File: src/rtl/cp_pwr_pkg.sv
package cp_pwr_pkg;

    typedef enum logic [1:0] {
        GAIN_1X  = 2'b00,
        GAIN_1P33 = 2'b01,
        GAIN_1P5 = 2'b10,
        GAIN_2X  = 2'b11
    } gain_e;

    typedef enum logic [1:0] {
        PW_RUN   = 2'b00,
        PW_HOT   = 2'b01,
        PW_SLEEP = 2'b10,
        PW_WAKE  = 2'b11
    } pwr_e;

endpackage

File: src/rtl/cp_span_cnt.sv
module cp_span_cnt #(
    parameter int unsigned LIMIT = 16
) (
    input  logic clk,
    input  logic rst_n,
    input  logic clr,
    input  logic run,
    output logic done
);
    localparam int unsigned W = (LIMIT > 1) ? $clog2(LIMIT) : 1;
    localparam logic [W-1:0] LAST = W'(LIMIT - 1);

    logic [W-1:0] cnt_q;

    // done on the LIMIT-th consecutive cycle of run
    assign done = run && (cnt_q == LAST);

    always_ff @(posedge clk or negedge rst_n) begin
        if (!rst_n) begin
            cnt_q <= '0;
        end else if (clr || !run || done) begin
            cnt_q <= '0;
        end else begin
            cnt_q <= cnt_q + 1'b1;
        end
    end

endmodule

File: src/rtl/cp_gain_fsm.sv
module cp_gain_fsm
    import cp_pwr_pkg::*;
#(
    parameter int unsigned QUAL_CYC = 64
) (
    input  logic  clk,
    input  logic  rst_n,
    input  logic  hold,
    input  logic  reg_short,
    input  logic  one_x_ok,
    input  logic  over_volt,
    output gain_e mode
);
    gain_e mode_q, mode_d;
    logic  dn_req, up_req, dn_done, up_done, chg;

    // unity-suffices outranks shortfall
    assign dn_req = one_x_ok && (mode_q != GAIN_1X) && !hold;
    assign up_req = reg_short && (mode_q != GAIN_2X) && !hold && !dn_req;

    cp_span_cnt #(.LIMIT(QUAL_CYC)) u_dn_qual (
        .clk   (clk),
        .rst_n (rst_n),
        .clr   (chg),
        .run   (dn_req),
        .done  (dn_done)
    );

    cp_span_cnt #(.LIMIT(QUAL_CYC)) u_up_qual (
        .clk   (clk),
        .rst_n (rst_n),
        .clr   (chg),
        .run   (up_req),
        .done  (up_done)
    );

    always_comb begin
        mode_d = mode_q;
        if (hold) begin
            mode_d = GAIN_1X;
        end else if (over_volt && (mode_q != GAIN_1X)) begin
            mode_d = GAIN_1X;
        end else if (dn_done) begin
            mode_d = GAIN_1X;
        end else if (up_done) begin
            unique case (mode_q)
                GAIN_1X:   mode_d = GAIN_1P33;
                GAIN_1P33: mode_d = GAIN_1P5;
                GAIN_1P5:  mode_d = GAIN_2X;
                GAIN_2X:   mode_d = GAIN_2X;
            endcase
        end
    end

    assign chg = (mode_d != mode_q);

    always_ff @(posedge clk or negedge rst_n) begin
        if (!rst_n) begin
            mode_q <= GAIN_1X;
        end else begin
            mode_q <= mode_d;
        end
    end

    assign mode = mode_q;

    AST_GAIN_STEP: assert property (@(posedge clk) disable iff (!rst_n)
        1'b1 |=> (mode_q == GAIN_1X) || (2'(mode_q) == 2'($past(mode_q)))
                 || (2'(mode_q) == 2'($past(mode_q)) + 2'd1));

    AST_TOP_HOLD: assert property (@(posedge clk) disable iff (!rst_n)
        (mode_q == GAIN_2X) && reg_short && !one_x_ok && !over_volt && !hold
        |=> (mode_q == GAIN_2X));

    AST_OV_DROP: assert property (@(posedge clk) disable iff (!rst_n)
        over_volt && !hold && (mode_q != GAIN_1X) |=> (mode_q == GAIN_1X));

    AST_HOLD_UNITY: assert property (@(posedge clk) disable iff (!rst_n)
        hold |=> (mode_q == GAIN_1X));

endmodule

File: src/rtl/cp_pwr_fsm.sv
module cp_pwr_fsm
    import cp_pwr_pkg::*;
#(
    parameter int unsigned IDLE_CYC = 500000,
    parameter int unsigned WAKE_CYC = 50000
) (
    input  logic clk,
    input  logic rst_n,
    input  logic over_temp,
    input  logic quiet,
    input  logic bus_act,
    output logic pump_en,
    output logic led_en,
    output logic stat_ot,
    output logic stat_lp,
    output logic hold
);
    pwr_e st_q, st_d;
    logic idle_done, wake_done;

    cp_span_cnt #(.LIMIT(IDLE_CYC)) u_idle (
        .clk   (clk),
        .rst_n (rst_n),
        .clr   (1'b0),
        .run   ((st_q == PW_RUN) && quiet),
        .done  (idle_done)
    );

    cp_span_cnt #(.LIMIT(WAKE_CYC)) u_wake (
        .clk   (clk),
        .rst_n (rst_n),
        .clr   (1'b0),
        .run   (st_q == PW_WAKE),
        .done  (wake_done)
    );

    always_comb begin
        st_d = st_q;
        if (over_temp) begin
            st_d = PW_HOT;
        end else begin
            unique case (st_q)
                PW_RUN:   if (idle_done) st_d = PW_SLEEP;
                PW_HOT:   st_d = PW_RUN;
                PW_SLEEP: if (bus_act) st_d = PW_WAKE;
                PW_WAKE:  if (wake_done) st_d = PW_RUN;
            endcase
        end
    end

    always_ff @(posedge clk or negedge rst_n) begin
        if (!rst_n) begin
            st_q <= PW_RUN;
        end else begin
            st_q <= st_d;
        end
    end

    always_comb begin
        pump_en = 1'b0;
        led_en  = 1'b0;
        stat_ot = 1'b0;
        stat_lp = 1'b0;
        unique case (st_q)
            PW_RUN: begin
                pump_en = 1'b1;
                led_en  = 1'b1;
            end
            PW_HOT: begin
                stat_ot = 1'b1;
            end
            PW_SLEEP: begin
                stat_lp = 1'b1;
            end
            PW_WAKE: begin
                pump_en = 1'b1;
                stat_lp = 1'b1;
            end
        endcase
    end

    assign hold = (st_q != PW_RUN);

    AST_HOT_OFF: assert property (@(posedge clk) disable iff (!rst_n)
        over_temp |=> stat_ot && !pump_en && !led_en);

    AST_SLEEP_QUIET: assert property (@(posedge clk) disable iff (!rst_n)
        $rose(stat_lp) |-> $past(quiet));

    AST_READY_LATE: assert property (@(posedge clk) disable iff (!rst_n)
        $fell(stat_lp) && !stat_ot |-> ($past(st_q) == PW_WAKE));

endmodule

File: src/rtl/cp_pwr_ctrl.sv
module cp_pwr_ctrl
    import cp_pwr_pkg::*;
#(
    parameter int unsigned NCH      = 8,
    parameter int unsigned QUAL_CYC = 64,
    parameter int unsigned IDLE_CYC = 500000,
    parameter int unsigned WAKE_CYC = 50000
) (
    input  logic           clk,
    input  logic           rst_n,
    input  logic           reg_short_i,
    input  logic           one_x_ok_i,
    input  logic           over_volt_i,
    input  logic           over_temp_i,
    input  logic [NCH-1:0] en_mask_i,
    input  logic           bus_act_i,
    output logic [1:0]     pump_mode_o,
    output logic           pump_en_o,
    output logic           led_en_o,
    output logic           stat_ot_o,
    output logic           stat_lp_o
);
    logic  quiet, hold;
    gain_e mode;

    assign quiet = (en_mask_i == '0) && !bus_act_i;

    cp_pwr_fsm #(
        .IDLE_CYC (IDLE_CYC),
        .WAKE_CYC (WAKE_CYC)
    ) u_pwr (
        .clk       (clk),
        .rst_n     (rst_n),
        .over_temp (over_temp_i),
        .quiet     (quiet),
        .bus_act   (bus_act_i),
        .pump_en   (pump_en_o),
        .led_en    (led_en_o),
        .stat_ot   (stat_ot_o),
        .stat_lp   (stat_lp_o),
        .hold      (hold)
    );

    cp_gain_fsm #(
        .QUAL_CYC (QUAL_CYC)
    ) u_gain (
        .clk       (clk),
        .rst_n     (rst_n),
        .hold      (hold),
        .reg_short (reg_short_i),
        .one_x_ok  (one_x_ok_i),
        .over_volt (over_volt_i),
        .mode      (mode)
    );

    assign pump_mode_o = mode;

endmodule

File: config.mk
export PLATFORM = sky130hd
export DESIGN_NAME = cp_pwr_ctrl
export DESIGN_NICKNAME = d
export VERILOG_FILES = /design/src/rtl/cp_pwr_pkg.sv /design/src/rtl/cp_span_cnt.sv /design/src/rtl/cp_gain_fsm.sv /design/src/rtl/cp_pwr_fsm.sv /design/src/rtl/cp_pwr_ctrl.sv
export SDC_FILE = /design/constraint.sdc
export NUM_CORES = 1
export LEC_CHECK = 0
export BUFFER_PORTS_ARGS = -buffer_cell sky130_fd_sc_hd__buf_4
export CORE_MARGIN = 5
export CORE_UTILIZATION = 45
export DETAILED_ROUTE_END_ITERATION = 8
export PLACE_DENSITY_LB_ADDON = 0.2
export SLEW_MARGIN = 30
export SYNTH_ARGS = -nofsm -noshare
export SYNTH_HDL_FRONTEND = slang
export SYNTH_HIERARCHICAL = 1
export SYNTH_SLANG_ARGS = --single-unit
File: constraint.sdc
create_clock -name clk -period 5.2 [get_ports clk]
set_clock_uncertainty 0.05 [all_clocks]
set_input_delay 0.26 -clock clk [delete_from_list [all_inputs] [get_ports clk]]
set_output_delay 0.26 -clock clk [all_outputs]
set_load 0.005 [all_outputs]
After elaboration in Yosys (flattened, before gate mapping) --
Index checks and enable logic that the tools add are counted.
Word-level totals: register bits after elaboration 51, bits in latches 0, bits in writable memories 0, ROM bits 0, memories 0
Cells by class: add/subtract/negate cells 4, multiply operators 0, div/mod/pow operators 0, magnitude comparators 0, eq/ne operators 15, shifts and indexed selects 0, mux-type cells 18, bitwise logic cells 0, reductions and logical operators 33
Operator list (count):
- $add 19x1->19 const B | 1
- $eq 19x19->1 const B | 1
- $mux 19 | 1
- $add 16x1->16 const B | 1
- $eq 16x16->1 const B | 1
- $mux 16 | 1
- $mux 2 | 8
- $add 6x1->6 const B | 2
- $eq 6x6->1 const B | 2
- $logic_and 1x1->1 | 12
- $mux 6 | 2
- $eq 2x2->1 const B | 4
- $logic_not 8->1 | 1
- $pmux 2 s4 | 1
- $logic_not 1->1 | 6
- $logic_or 1x1->1 | 6
- $ne 3x3->1 const B | 2
- $pmux 2 s3 | 1
- $reduce_or 2->1 | 3
- $eq 2x1->1 const B | 2
- $logic_not 2->1 | 2
- $mux 1 | 4
- $reduce_bool 2->1 | 2
- $ne 3x2->1 const B | 1
- other kinds (3) | 3

Depth between registers and ports, before layout --
depth after elaboration 14, gate-level depth with buffers 12, mapped depth without buffers 12

Hierarchy --
Netlist, hierarchy kept.
Modules (own cells, without submodules):
- cp_span_cnt (u_pwr.u_idle) | instances 1, cells each 99, area an instance 974.7 um^2, sequential area each 475.5 um^2
- cp_span_cnt (u_pwr.u_wake) | instances 1, cells each 81, area an instance 815.8 um^2, sequential area each 400.4 um^2
- cp_span_cnt (u_gain.u_dn_qual ...) | instances 2, cells each 26, area an instance 272.8 um^2, sequential area each 150.1 um^2
- cp_pwr_fsm | instances 1, cells each 22, area an instance 195.2 um^2, sequential area each 50.0 um^2
- cp_gain_fsm | instances 1, cells each 16, area an instance 142.6 um^2, sequential area each 50.0 um^2
- cp_pwr_ctrl | instances 1, cells each 3, area an instance 26.3 um^2, sequential area each 0.0 um^2

Worst setup path before layout --
Ideal clock, no wire load.
kind input to register, start point input port en_mask_i[4], end point register u_pwr.u_idle.cnt_q[10], setup time 121 ps, arrival 2153 ps, required time 5029 ps, path slack 2876 ps, stages 8, path through or4_1 nor4_2 and2_2 nor4bb_1 nand4b_1 o21bai_1 buf_2 nor2_1
Between the ends: word-level cells in the longest chain between the ends 6, elaborated cells between the ends (all ways) 7
Ends and longest elaborated chain:
- from (decl) | line cp_pwr_ctrl.sv:15 | input logic [NCH-1:0] en_mask_i,
- $logic_not 8->1 * | line cp_pwr_ctrl.sv:26 | assign quiet = (en_mask_i == '0) && !bus_act_i;
- $logic_and 1x1->1 * | line cp_pwr_ctrl.sv:26
- named net quiet | line cp_pwr_ctrl.sv:23 | logic quiet, hold;
- $logic_and 1x1->1 * | line cp_pwr_fsm.sv:25 | .run ((st_q == PW_RUN) && quiet),
- $logic_not 1->1 / $logic_and 1x1->1 (equally long branches) | line cp_span_cnt.sv:21, cp_span_cnt.sv:16
- $logic_or 1x1->1 * | line cp_span_cnt.sv:21 | end else if (clr || !run || done) begin
- $mux 19 * | line cp_span_cnt.sv:21
- to (signal assigned) | line cp_span_cnt.sv:24 | cnt_q <= cnt_q + 1'b1;
- to (decl) | line cp_span_cnt.sv:13 | logic [W-1:0] cnt_q;
Mark *: on every way through the listed nets, which the timed path passes. The rest lies on a longest branch. A chain may end at the register's enable or synchronous reset.

Worst setup path after layout --
start point register u_pwr.st_q[0], end point register u_gain.u_dn_qual.cnt_q[3]
Between the ends: word-level cells in the longest chain between the ends 14, elaborated cells between the ends (all ways) 16
Ends and longest elaborated chain:
- from (decl) | line cp_pwr_fsm.sv:18 | pwr_e st_q, st_d;
- from (signal assigned) | line cp_pwr_fsm.sv:55 | st_q <= st_d;
- $reduce_bool 2->1 * | line cp_pwr_fsm.sv:82 | assign hold = (st_q != PW_RUN);
- named net hold | line cp_pwr_ctrl.sv:23
- $logic_not 1->1 * | line cp_gain_fsm.sv:18, cp_gain_fsm.sv:19
- $logic_and 1x1->1 | line cp_gain_fsm.sv:18 | assign dn_req = one_x_ok && (mode_q != GAIN_1X) && !hold;
- $logic_not 1->1 | line cp_gain_fsm.sv:19 | assign up_req = reg_short && (mode_q != GAIN_2X) && !hold && !dn_req;
- $logic_and 1x1->1 * | line cp_gain_fsm.sv:19
- named net u_gain.up_req | line cp_gain_fsm.sv:15 | logic dn_req, up_req, dn_done, up_done, chg;
- $logic_and 1x1->1 * | line cp_span_cnt.sv:16 | assign done = run && (cnt_q == LAST);
- named net u_gain.up_done | line cp_gain_fsm.sv:15
- $mux 2 * | line cp_gain_fsm.sv:45 | end else if (up_done) begin
- $mux 2 * | line cp_gain_fsm.sv:43 | end else if (dn_done) begin
- $mux 2 * | line cp_gain_fsm.sv:41 | end else if (over_volt && (mode_q != GAIN_1X)) begin
- $mux 2 * | line cp_gain_fsm.sv:39 | if (hold) begin
- $ne 2x2->1 * | line cp_gain_fsm.sv:55 | assign chg = (mode_d != mode_q);
- named net u_gain.chg | line cp_gain_fsm.sv:15
- $logic_or 1x1->1 * (2 in series) | line cp_span_cnt.sv:21
- $mux 6 * | line cp_span_cnt.sv:21
- to (signal assigned) | line cp_span_cnt.sv:24
- to (decl) | line cp_span_cnt.sv:13
Marked as above.

==> load_flow_metrics.sql <==
INSERT INTO impl_metrics (metric_group, metric, value, unit) VALUES
('yosys', 'area_share_of_the_leading_cell_type_in_the_synthesized_netlist', '47.27', '%'),
('timing', 'grt_setup_unrepaired', 'false', ''),
('timing', 'fmaxAchievable', '374.1', 'MHz'),
('worst_setup_path', 'worst_path_largest_cell_delay', '420', 'ps'),
('floorplan', 'io_pins', '21', ''),
('power', 'vdd.ir_drop.worst', '0.1529', 'mV'),
('cts', 'quantity_of_gates_resized_following_cts', '0', ''),
('final_layout', 'final_cells', '376', ''),
('cts', 'clk_root_buffer_cell', 'sky130_fd_sc_hd__clkbuf_8', ''),
('grt', 'grt.overflow.total', '0', ''),
('outcome', 'outcome', 'finished, final reports clean', ''),
('yosys', 'synth_top_cells_by_area', 'sky130_fd_sc_hd__dfrtp_1 (47%), sky130_fd_sc_hd__xnor2_1 (8.8%), sky130_fd_sc_hd__nor2_1 (7.6%)', ''),
('run', 'drv.max_cap_violation_count', '0', ''),
('final_layout', 'layout_commonest_cell', 'sky130_fd_sc_hd__nor2_1', ''),
('cts', 'clkSlewWorstSetupHoldPaths', '90', 'ps'),
('drt', 'detail_route.wl_per_cell', '12.61', 'µm'),
('worst_setup_path', 'crit_fanout', '5', ''),
('final_layout', 'layout-drive-gt1-share', '16.28', '%'),
('yosys', 'yosysUniqueCellTypes', '43', ''),
('timing', 'fin_crit', '2673', 'ps'),
('floorplan', 'row_count', '28', ''),
('drt', 'totalWireLength', '4742', 'µm'),
('yosys', 'async_flop_share', '100.0', '%'),
('final_layout', 'area.growth.synth_to_final', '12.23', '%'),
('floorplan', 'floorplan.die.width', '87.46', 'µm'),
('cts', 'clock_path_buffers', '2', ''),
('drt', 'vias_per_cell', '5.160', ''),
('timing', 'fin_tns_setup', '0', 'ps'),
('power', 'p_per_area', '264.0', 'nW/µm²'),
('placement', 'dp_hpwl', '3402', 'µm'),
('timing', 'final-max-slew-violation-count', '0', ''),
('timing', 'timing.final.setup_violations', '0', ''),
('worst_setup_path', 'timing.critical_path.cells', 'inv_1 > ha_1 > inv_1 > nor3b_1 > nand3_1 > nor2_1 > a2111oi_2 > a21oi_1 > nand2b_1 > o21bai_1 > nor2_1', ''),
('worst_setup_path', 'worst_setup_path_start_kind', 'register', ''),
('floorplan', 'core_footprint', '5886', 'µm²'),
('placement', 'numPlacedInstances', '367', ''),
('worst_setup_path', 'cp_slowest_cell', 'sky130_fd_sc_hd__dfrtp_1', ''),
('timing', 'portion_of_the_clock_cycle_consumed_by_the_worst_path_in_the_final_layout', '51.40', '%'),
('grt', 'grt_usage', '13.70', '%'),
('cts', 'cts.sinks', '51', ''),
('yosys', 'post_synthesis_instance_area', '2700', 'µm²'),
('cts', 'h_tree_level_count', '2', ''),
('floorplan', 'die_y', '87.46', 'µm'),
('grt', 'initial_antenna_violation_count', '0', ''),
('cts', 'postCtsSetupBuffers', '0', ''),
('cts', 'cts_hold_repair.buffers', '1', ''),
('worst_setup_path', 'critical_path.endpoint_type', 'register', ''),
('yosys', 'library_cell_occupying_the_most_area_in_the_post_synthesis_netlist', 'sky130_fd_sc_hd__dfrtp_1', ''),
('drt', 'drtAntennaViolNets', '0', ''),
('yosys', 'synthesis.yosys.warnings', '6', ''),
('worst_setup_path', 'criticalPathCategory', 'reg2reg', ''),
('drt', 'detailedRoute.firstIterationViolations', '94', ''),
('timing', 'worst_slew_margin_rel', '43.11', '%'),
('cts', 'cts_tree', 'done', ''),
('worst_setup_path', 'worstPathArrival', '2790', 'ps'),
('drt', 'detail_route.first_pass.iterations', '4', ''),
('grt', 'grt_first_pass_wirelength', '8542', 'µm'),
('yosys', 'portion_of_the_post_synthesis_area_used_by_sequential_elements', '47.27', '%'),
('grt', 'largest_net_degree_at_the_start_of_global_routing', '52', ''),
('yosys', 'synth-edff-count', '0', ''),
('floorplan', 'floorplan.die_area', '7649', 'µm²'),
('final_layout', 'antenna_cells_inserted', '0', ''),
('floorplan', 'initial_utilization', '45.88', '%'),
('timing', 'hold_viol', '0', ''),
('yosys', 'ys_ff_latch', '51', ''),
('drt', 'vias', '1940', ''),
('yosys', 'ys.flop_type', 'sky130_fd_sc_hd__dfrtp_1', ''),
('timing', 'worstMarginPinSlew', '850.4', 'ps'),
('placement', 'gp_congestion', '0.8031', ''),
('yosys', 'post_synth_inst_count', '273', ''),
('yosys', 'synthesis.area_per_instance', '9.890', 'µm²');
-- state kept, by name (all words and copies together) (netlist names) --
signal and cells:
u_gain/mode 2, u_gain/u_dn_qual/cnt_q 6, u_gain/u_up_qual/cnt_q 6, u_pwr/st_q 2, u_pwr/u_idle/cnt_q 19, u_pwr/u_wake/cnt_q 16
-- per-stage QoR --
step                utilization (%)  hold WS, ps  cell area, µm²  setup WS, ps
floorplan                         -       -85.59            2704          2876
detailed placement            49.87        282.7            2935          2487
global placement              49.81        276.5            2932          2249
CTS                           51.49        82.68            3030          2471
finish                        51.49        96.27            3030          2527
global route                  51.49        80.52            3030          2224
-- critical path: cells and delay by family (launching register included) --
| family | cells | cell delay, ps |
|---|---|---|
| and+or+nand+nor | 5 | 1050 |
| buffers and inverters | 2 | 240 |
| adders and majority gates | 1 | 280 |
| DFF | 1 | 420 |
| AOI/OAI and AO/OA | 3 | 500 |
-- cells by family after synthesis --
kind of cell,Yosys count,synth area share (%)
other,1,0.1389
muxes,1,0.3707
DFF,51,47.27
buffers and inverters,18,2.827
AOI/OAI and AO/OA,21,6.395
adders and majority gates,9,4.124
and+or+nand+nor,138,27.85
xor gates and xnor gates,34,11.03
-- power by group --
group          leakage [µW]  internal (µW)  switching, µW
sequential         0.000709            408           11.5
combinational      0.000379           74.3           86.6
clock             0.0000412           94.3            125
-- path summary, 6_finish.rpt --
kind / slack, ps / from / end / depth (start not counted)
max in group asynchronous: 4190 / rst_n / u_pwr/u_wake/cnt_q[3]$_DFF_PN0_ / 2
worst min-delay path: 100 / over_temp_i / u_pwr/st_q[1]$_DFFE_PN0P_ / 2
worst max-delay path: 2530 / u_pwr/st_q[0]$_DFFE_PN0P_ / u_gain/u_dn_qual/cnt_q[3]$_DFF_PN0_ / 11
min in group asynchronous: 480 / rst_n / u_pwr/u_idle/cnt_q[14]$_DFF_PN0_ / 2
worst min register to register: 440 / u_gain/u_dn_qual/cnt_q[0]$_DFF_PN0_ / u_gain/u_dn_qual/cnt_q[0]$_DFF_PN0_ / 1
worst max register to register: 2530 / u_pwr/st_q[0]$_DFFE_PN0P_ / u_gain/u_dn_qual/cnt_q[3]$_DFF_PN0_ / 11
-- per-layer routing --
layer | vias up | share of wire, % | global-route usage (%)
met2 | 6 | 50 | 23.22
met3 | 2 | 1.6 | 3.122
li1 | 990 | - | -
met4 | 0 | 0.61 | 3.208
met1 | 942 | 47 | 17.75
met5 | - | 0 | 0
-- Yosys cell counts (2+ instances only) --
cell type	number
sky130_fd_sc_hd__nor2_1	55
sky130_fd_sc_hd__dfrtp_1	51
sky130_fd_sc_hd__xnor2_1	27
sky130_fd_sc_hd__inv_1	16
sky130_fd_sc_hd__nand3_1	15
sky130_fd_sc_hd__nand2_1	11
sky130_fd_sc_hd__nor4_1	9
sky130_fd_sc_hd__ha_1	8
sky130_fd_sc_hd__nor3_1	8
sky130_fd_sc_hd__nand4_1	7
sky130_fd_sc_hd__xor2_1	7
sky130_fd_sc_hd__a21oi_1	6
sky130_fd_sc_hd__nand2b_1	6
sky130_fd_sc_hd__nand3_2	4
sky130_fd_sc_hd__nor4_2	3
sky130_fd_sc_hd__o21bai_1	3
sky130_fd_sc_hd__or3_1	3
sky130_fd_sc_hd__or4_1	3
sky130_fd_sc_hd__a21oi_2	2
sky130_fd_sc_hd__nor3b_1	2
sky130_fd_sc_hd__nor4bb_1	2
sky130_fd_sc_hd__o21ai_0	2
sky130_fd_sc_hd__o31ai_1	2
sky130_fd_sc_hd__or2_2	2
-- layout make-up --
class                      count  area [µm²]  area share (%)
sequential                    51        1276           42.11
timing repair buffer          21       160.2           5.285
tap                           75       93.84           3.097
clock inverter                 2       12.51          0.4129
multi-input combinational    205        1355           44.72
inverter                      16       60.06           1.982
clock buffer                   6       72.57           2.395
Note: power is estimated with default switching activity, not from simulation.
